<file path="src/rtl/irq_latch_ctl.sv">
module irq_latch_ctl #(
  parameter int NUM_SRC         = 4,
  parameter int FIRST_BIT       = 0,
  parameter bit SPLIT_LAYOUT    = 1'b0,
  parameter bit ENABLE_WORD_LOW = 1'b1
) (
  input  logic               clk,
  input  logic               rst,
  input  logic [NUM_SRC-1:0] src_in,
  input  logic               wr_en,
  input  logic               rd_en,
  input  logic [1:0]         addr_word,
  input  logic [31:0]        wr_data,
  output logic [31:0]        rd_data,
  output logic               irq_out
);

  localparam int         PEND_POS  = SPLIT_LAYOUT ? FIRST_BIT : FIRST_BIT + 16;
  localparam logic [1:0] EN_WORD   = (SPLIT_LAYOUT && !ENABLE_WORD_LOW) ? 2'd1 : 2'd0;
  localparam logic [1:0] PEND_WORD = (SPLIT_LAYOUT &&  ENABLE_WORD_LOW) ? 2'd1 : 2'd0;

  logic [NUM_SRC-1:0] src_d, en_q, pend_q;
  logic [NUM_SRC-1:0] rise, clr_mask, en_nx, pend_nx;
  logic [31:0]        en_view, pend_view, rd_nx;
  logic               hit_en, hit_pend;

  assign hit_en   = (addr_word == EN_WORD);
  assign hit_pend = (addr_word == PEND_WORD);
  assign rise     = src_in & ~src_d;
  assign clr_mask = (wr_en && hit_pend) ? wr_data[PEND_POS +: NUM_SRC] : '0;
  assign en_nx    = (wr_en && hit_en) ? wr_data[FIRST_BIT +: NUM_SRC] : en_q;
  assign pend_nx  = (pend_q & ~clr_mask) | rise;

  always_comb begin
    en_view   = '0;
    pend_view = '0;
    en_view[FIRST_BIT +: NUM_SRC]  = en_q;
    pend_view[PEND_POS +: NUM_SRC] = pend_q;
  end

  assign rd_nx = (hit_en ? en_view : 32'd0) | (hit_pend ? pend_view : 32'd0);

  always_ff @(posedge clk) src_d <= src_in;

  always_ff @(posedge clk) begin
    if (rst) begin
      en_q    <= '0;
      pend_q  <= '0;
      irq_out <= 1'b0;
      rd_data <= '0;
    end else begin
      en_q    <= en_nx;
      pend_q  <= pend_nx;
      irq_out <= |(en_nx & pend_nx);
      if (rd_en) rd_data <= rd_nx;
    end
  end

  logic unused_bits;
  assign unused_bits = ^wr_data;

endmodule

</file>
<file path="config.mk">
export PLATFORM = sky130hd
export DESIGN_NAME = irq_latch_ctl
export DESIGN_NICKNAME = d
export VERILOG_FILES = /design/src/rtl/irq_latch_ctl.sv
export SDC_FILE = /design/constraint.sdc
export NUM_CORES = 1
export LEC_CHECK = 0
export CAP_MARGIN = 20
export CORE_MARGIN = 3
export CORE_UTILIZATION = 30
export DETAILED_ROUTE_END_ITERATION = 7
export HOLD_SLACK_MARGIN = 0.1
export MAX_ROUTING_LAYER = met4
export PLACE_DENSITY = 0.72
export REMOVE_ABC_BUFFERS = 1
export SYNTH_ARGS = -nofsm -noshare
export SYNTH_HDL_FRONTEND = slang
export SYNTH_SLANG_ARGS = --single-unit
export TNS_END_PERCENT = 100
</file>
<file path="constraint.sdc">
create_clock -name clk -period 1.6 [get_ports clk]
set_clock_uncertainty 0.05 [all_clocks]
set_input_delay 0.48 -clock clk [delete_from_list [all_inputs] [get_ports clk]]
set_output_delay 0.48 -clock clk [all_outputs]
set_load 0.02 [all_outputs]
</file>
==> flow_summary.html <==
<table>
<tr><th>Metric</th><th>Value</th></tr>
<tr><th colspan="2">Status</th></tr>
<tr><td>Outcome</td><td>complete, no violations</td></tr>
<tr><th colspan="2">Worst setup path</th></tr>
<tr><td>Slowest Stage Delay on Critical Path</td><td>420 ps</td></tr>
<tr><td>Cell breakdown of the critical path</td><td>clkdlybuf4s50_1, nor2b_1, o21ai_1, a21oi_1, o41a_1</td></tr>
<tr><td>Critical path capture point type</td><td>register</td></tr>
<tr><td>Arr. time, crit path</td><td>1680 ps</td></tr>
<tr><td>Worst path required time</td><td>1730 ps</td></tr>
<tr><td>Type of the setup path with the least slack</td><td>in -&gt; reg</td></tr>
<tr><td>Cell family with the largest share of critical-path delay</td><td>compound AO/OA/AOI/OAI gates</td></tr>
<tr><td>Buffering stage count on the worst path with inverters included</td><td>1</td></tr>
<tr><td>Master of the slowest instance on the critical path</td><td>sky130_fd_sc_hd__o41a_1</td></tr>
<tr><td>Highest fanout seen on the critical path</td><td>3</td></tr>
<tr><td>Startpoint Class</td><td>input port</td></tr>
<tr><th colspan="2">Power and ir drop</th></tr>
<tr><td>Overall power after layout</td><td>0.9751 mW</td></tr>
<tr><td>Total power density per cell area</td><td>around 750 mW/mm^2</td></tr>
<tr><td>Leakage power summed over all cells</td><td>0.5687 nW</td></tr>
<tr><td>Maximum resistive drop on vdd</td><td>0.6741 mV</td></tr>
<tr><th colspan="2">Drt</th></tr>
<tr><td>Per-cell routed wire length</td><td>slightly above 9 microns</td></tr>
<tr><td>Count of nets left with antenna violations after detail routing</td><td>0</td></tr>
<tr><td>Average via count per standard cell</td><td>roughly 4.1</td></tr>
<tr><td>Final wirelength</td><td>roughly 1900 microns</td></tr>
<tr><td>Total via count in the routed design</td><td>about 800</td></tr>
<tr><td>Violation count after the first detailed-route iteration</td><td>17</td></tr>
<tr><td>First-pass iteration count of the detailed router</td><td>4</td></tr>
<tr><td>Post-detailed-route DRC marker count</td><td>0</td></tr>
<tr><th colspan="2">Placement</th></tr>
<tr><td>Setup WS pre-CTS</td><td>-432.9 ps</td></tr>
<tr><td>Port Buf Inserts</td><td>26</td></tr>
<tr><td>Final GP Congestion</td><td>between 0.8 and 0.9</td></tr>
<tr><td>Number of cells after detailed placement</td><td>between 150 and 200</td></tr>
<tr><td>DPL Wire Length</td><td>approximately 1500 microns</td></tr>
<tr><th colspan="2">Cells and area</th></tr>
<tr><td>Area taken by flip-flops and latches</td><td>420.4 sq um</td></tr>
<tr><td>Final net count</td><td>approximately 200</td></tr>
<tr><td>Post-route insts no fill</td><td>between 200 and 250</td></tr>
<tr><td>Multi-input gate area in the final layout</td><td>about 450 sq um</td></tr>
<tr><td>Diodes inserted</td><td>0</td></tr>
<tr><td>Share of post-route cells with drive strength above 1</td><td>9.494%</td></tr>
<tr><td>Synth-to-Final Area Change</td><td>28.32%</td></tr>
<tr><td>Final-layout fill cell count</td><td>around 320</td></tr>
<tr><th colspan="2">Synth</th></tr>
<tr><td>Area share of and/or/nand/nor cells after synthesis</td><td>20.00%</td></tr>
<tr><td>Mux contribution to synthesized area</td><td>0%</td></tr>
<tr><td>Fraction of the mapped netlist area in adder cells</td><td>0%</td></tr>
<tr><td>Share of synthesized flip-flops with an asynchronous set or reset</td><td>0%</td></tr>
<tr><td>Largest area contributor in the synthesized netlist</td><td>sky130_fd_sc_hd__dfxtp_1</td></tr>
<tr><td>Leading cell type by number of instances after synthesis</td><td>sky130_fd_sc_hd__buf_4</td></tr>
<tr><td>Commonest cells in the synthesized netlist</td><td>sky130_fd_sc_hd__buf_4, sky130_fd_sc_hd__dfxtp_1, sky130_fd_sc_hd__a21oi_1</td></tr>
<tr><td>Count of warnings emitted by yosys</td><td>0</td></tr>
<tr><td>Share of the yosys chip area belonging to registers</td><td>41.74%</td></tr>
<tr><td>Post-synthesis instance area</td><td>0.001007 sq mm</td></tr>
<tr><td>Syn avg cell area</td><td>around 8.2 sq um</td></tr>
<tr><td>Synthesized netlist cell count</td><td>around 120</td></tr>
<tr><td>Distinct cell type count of the synthesized netlist</td><td>18</td></tr>
<tr><td>Proportion of netlist area held by the largest area contributor</td><td>approximately two fifths</td></tr>
<tr><td>Cell types occupying the most area after synthesis</td><td>sky130_fd_sc_hd__dfxtp_1, sky130_fd_sc_hd__buf_4, sky130_fd_sc_hd__a21oi_1</td></tr>
<tr><td>Largest family of logic cells by synthesized area</td><td>buffers and inverters</td></tr>
<tr><td>EDFF count, synth</td><td>0</td></tr>
<tr><td>Top FF cell, synth</td><td>sky130_fd_sc_hd__dfxtp_1</td></tr>
<tr><td>Compound-Gate Fraction of Synth Area</td><td>around 16%</td></tr>
<tr><td>Fraction of synthesized cell area in xor and xnor cells</td><td>0%</td></tr>
<tr><td>Flip-flop and latch count after synthesis</td><td>21</td></tr>
<tr><th colspan="2">Clocking</th></tr>
<tr><td>Insertion delay to the later sink of the worst-skew pair</td><td>290 ps</td></tr>
<tr><td>CTS tree</td><td>yes</td></tr>
<tr><td>Clock buffer count from CTS</td><td>3</td></tr>
<tr><td>H-Tree Level Count</td><td>1</td></tr>
<tr><td>Number of buffers on the longest clock path</td><td>2</td></tr>
<tr><td>Total number of clock tree sinks</td><td>21</td></tr>
<tr><td>Clock edge transition at the registers on the reported setup and hold paths</td><td>~110 ps</td></tr>
<tr><td>Root Buffer Master</td><td>sky130_fd_sc_hd__clkbuf_4</td></tr>
<tr><th colspan="2">Die</th></tr>
<tr><td>Initial core utilization</td><td>32.20%</td></tr>
<tr><td>Floorplan die height</td><td>63.94 microns</td></tr>
<tr><td>Number of placed I/O pins</td><td>75</td></tr>
<tr><td>Core outline area</td><td>between 0.003 and 0.004 sq mm</td></tr>
<tr><td>Chip width</td><td>~64 microns</td></tr>
<tr><td>Total die area</td><td>0.004088 sq mm</td></tr>
<tr><td>Row count</td><td>20</td></tr>
<tr><th colspan="2">Timing</th></tr>
<tr><td>Final worst hold slack</td><td>420.1 ps</td></tr>
<tr><td>Number of hold violations in the final report</td><td>0</td></tr>
<tr><td>Fin crit period</td><td>roughly 1500 ps</td></tr>
<tr><td>Number of setup violations in the final report</td><td>0</td></tr>
<tr><td>Setup repair after global routing missed its margin</td><td>false</td></tr>
<tr><td>Final Cycle Share</td><td>between 90% and 100%</td></tr>
<tr><td>Worst-case setup margin in the final layout</td><td>around 56 ps</td></tr>
<tr><td>Number of pins exceeding their max-slew limit in the final report</td><td>0</td></tr>
<tr><td>Achievable Freq</td><td>about 650 MHz</td></tr>
<tr><th colspan="2">Global routing</th></tr>
<tr><td>Global-route wire length before repair</td><td>between 3000 and 4000 microns</td></tr>
<tr><td>Maximum number of pins on one net before global-route repair</td><td>17</td></tr>
<tr><td>Overflow left after global routing</td><td>0</td></tr>
<tr><td>Vias in the first global route</td><td>~730</td></tr>
<tr><td>Number of antenna violations at the first check in global routing</td><td>0</td></tr>
<tr><td>Overall fraction of global-route tracks in use</td><td>9.947%</td></tr>
<tr><th colspan="2">Worst hold path</th></tr>
<tr><td>Min-Delay Path Class</td><td>reg -&gt; reg</td></tr>
<tr><th colspan="2">Flow run</th></tr>
<tr><td>Max Cap Viol</td><td>0</td></tr>
</table>
==> repair_timing <==
action                                  in CTS  in global routing
buffers inserted                             1                  0
endpoints found under the setup margin      11                  1
gates resized for setup                     12                  2
hold endpoints to repair                     0                  0
pin swaps                                    1                  0
hold buffers                                 0                  0
==> where the power goes <==
| part | switching [mW] | internal, mW | leakage (nW) |
|---|---|---|---|
| combinational | 0.107 | 0.0744 | 0.382 |
| clock | 0.144 | 0.0969 | 0.0150 |
| sequential | 0.0115 | 0.542 | 0.172 |
==> cell families (layout without fill, tap and decap cells) <==
kind of cell / Yosys count / after routing
compound gates: 29 / 29
buf+inv: 33 / 45
flops: 21 / 21
other cells: 1 / 24
simple gates: 39 / 39
==> state kept, by name, indices dropped and copies added, names as in the netlist <==
signal	count
irq_out	1
src_d	4
pend_q	4
rd_data	8
en_q	4
==> layout make-up <==
type | count | area share [%]
Tap cell | 44 | 4.259
Sequential cell | 21 | 32.53
Timing Repair Buffer | 36 | 24.78
Clock buffer | 4 | 2.033
Inverter | 5 | 1.452
Multi-Input combinational cell | 92 | 34.95
==> worst reg2reg max path, cell delays in order, from the launching register on <==
cell and delay [ps]:
sky130_fd_sc_hd__dfxtp_1 320, sky130_fd_sc_hd__nor2b_1 60, sky130_fd_sc_hd__o21ai_1 130, sky130_fd_sc_hd__a21oi_1 80, sky130_fd_sc_hd__o41a_1 420
==> per-layer routing <==
metal	vias to the layer above	GRT usage, %	wire length, microns
li1	429	-	-
met1	353	12.16	877
met2	37	15.23	826
met3	2	4.394	159
met4	0	1.887	13
met5	-	-	0
==> worst paths after layout <==
| path | start | to | slack, ps | cells after the start |
|---|---|---|---|---|
| hold reg to reg | rd_data[2]$_SDFFE_PP0P_ | rd_data[2]$_SDFFE_PP0P_ | 420 | 2 |
| setup reg to reg | src_d[2]$_DFF_P_ | irq_out$_SDFF_PP0_ | 430 | 4 |
| setup / recovery | src_in[2] | irq_out$_SDFF_PP0_ | 60 | 5 |
| hold / removal | rd_data[2]$_SDFFE_PP0P_ | rd_data[2]$_SDFFE_PP0P_ | 420 | 2 |
==> cells in the final DEF, fill, tap and decap left out <==
cell / synthesis / final
sky130_fd_sc_hd__o21ai_1: 1 / 3
sky130_fd_sc_hd__o41a_1: 1 / 1
sky130_fd_sc_hd__clkdlybuf4s50_1: 0 / 14
sky130_fd_sc_hd__clkbuf_1: 3 / 1
sky130_fd_sc_hd__nor2b_1: 4 / 4
sky130_fd_sc_hd__nand3_1: 8 / 8
sky130_fd_sc_hd__nand2_1: 13 / 13
sky130_fd_sc_hd__dlygate4sd2_1: 0 / 12
sky130_fd_sc_hd__buf_4: 24 / 10
sky130_fd_sc_hd__o22ai_1: 4 / 4
sky130_fd_sc_hd__nand2b_1: 8 / 8
sky130_fd_sc_hd__nor2_1: 5 / 5
sky130_fd_sc_hd__clkbuf_4: 0 / 3
sky130_fd_sc_hd__o21ai_0: 3 / 1
sky130_fd_sc_hd__nor3b_4: 1 / 1
sky130_fd_sc_hd__a21oi_2: 1 / 1
sky130_fd_sc_hd__a21oi_1: 19 / 19
sky130_fd_sc_hd__inv_1: 5 / 5
sky130_fd_sc_hd__conb_1: 1 / 24
sky130_fd_sc_hd__dfxtp_1: 21 / 21
==> per-stage QoR <==
| step | TNS (ps) | cell area (sq um) | util, % |
|---|---|---|---|
| final | 0 | 1292 | 41.32 |
| after global routing | 0 | 1292 | 41.32 |
| after CTS | 0 | 1292 | 41.32 |
| after detailed placement | -2935 | 1274 | 40.72 |
| after global placement | -2938 | 1274 | 40.72 |
| after floorplan | -12.84 | 890.9 | - |
Note: power is estimated with default switching activity, not from simulation.
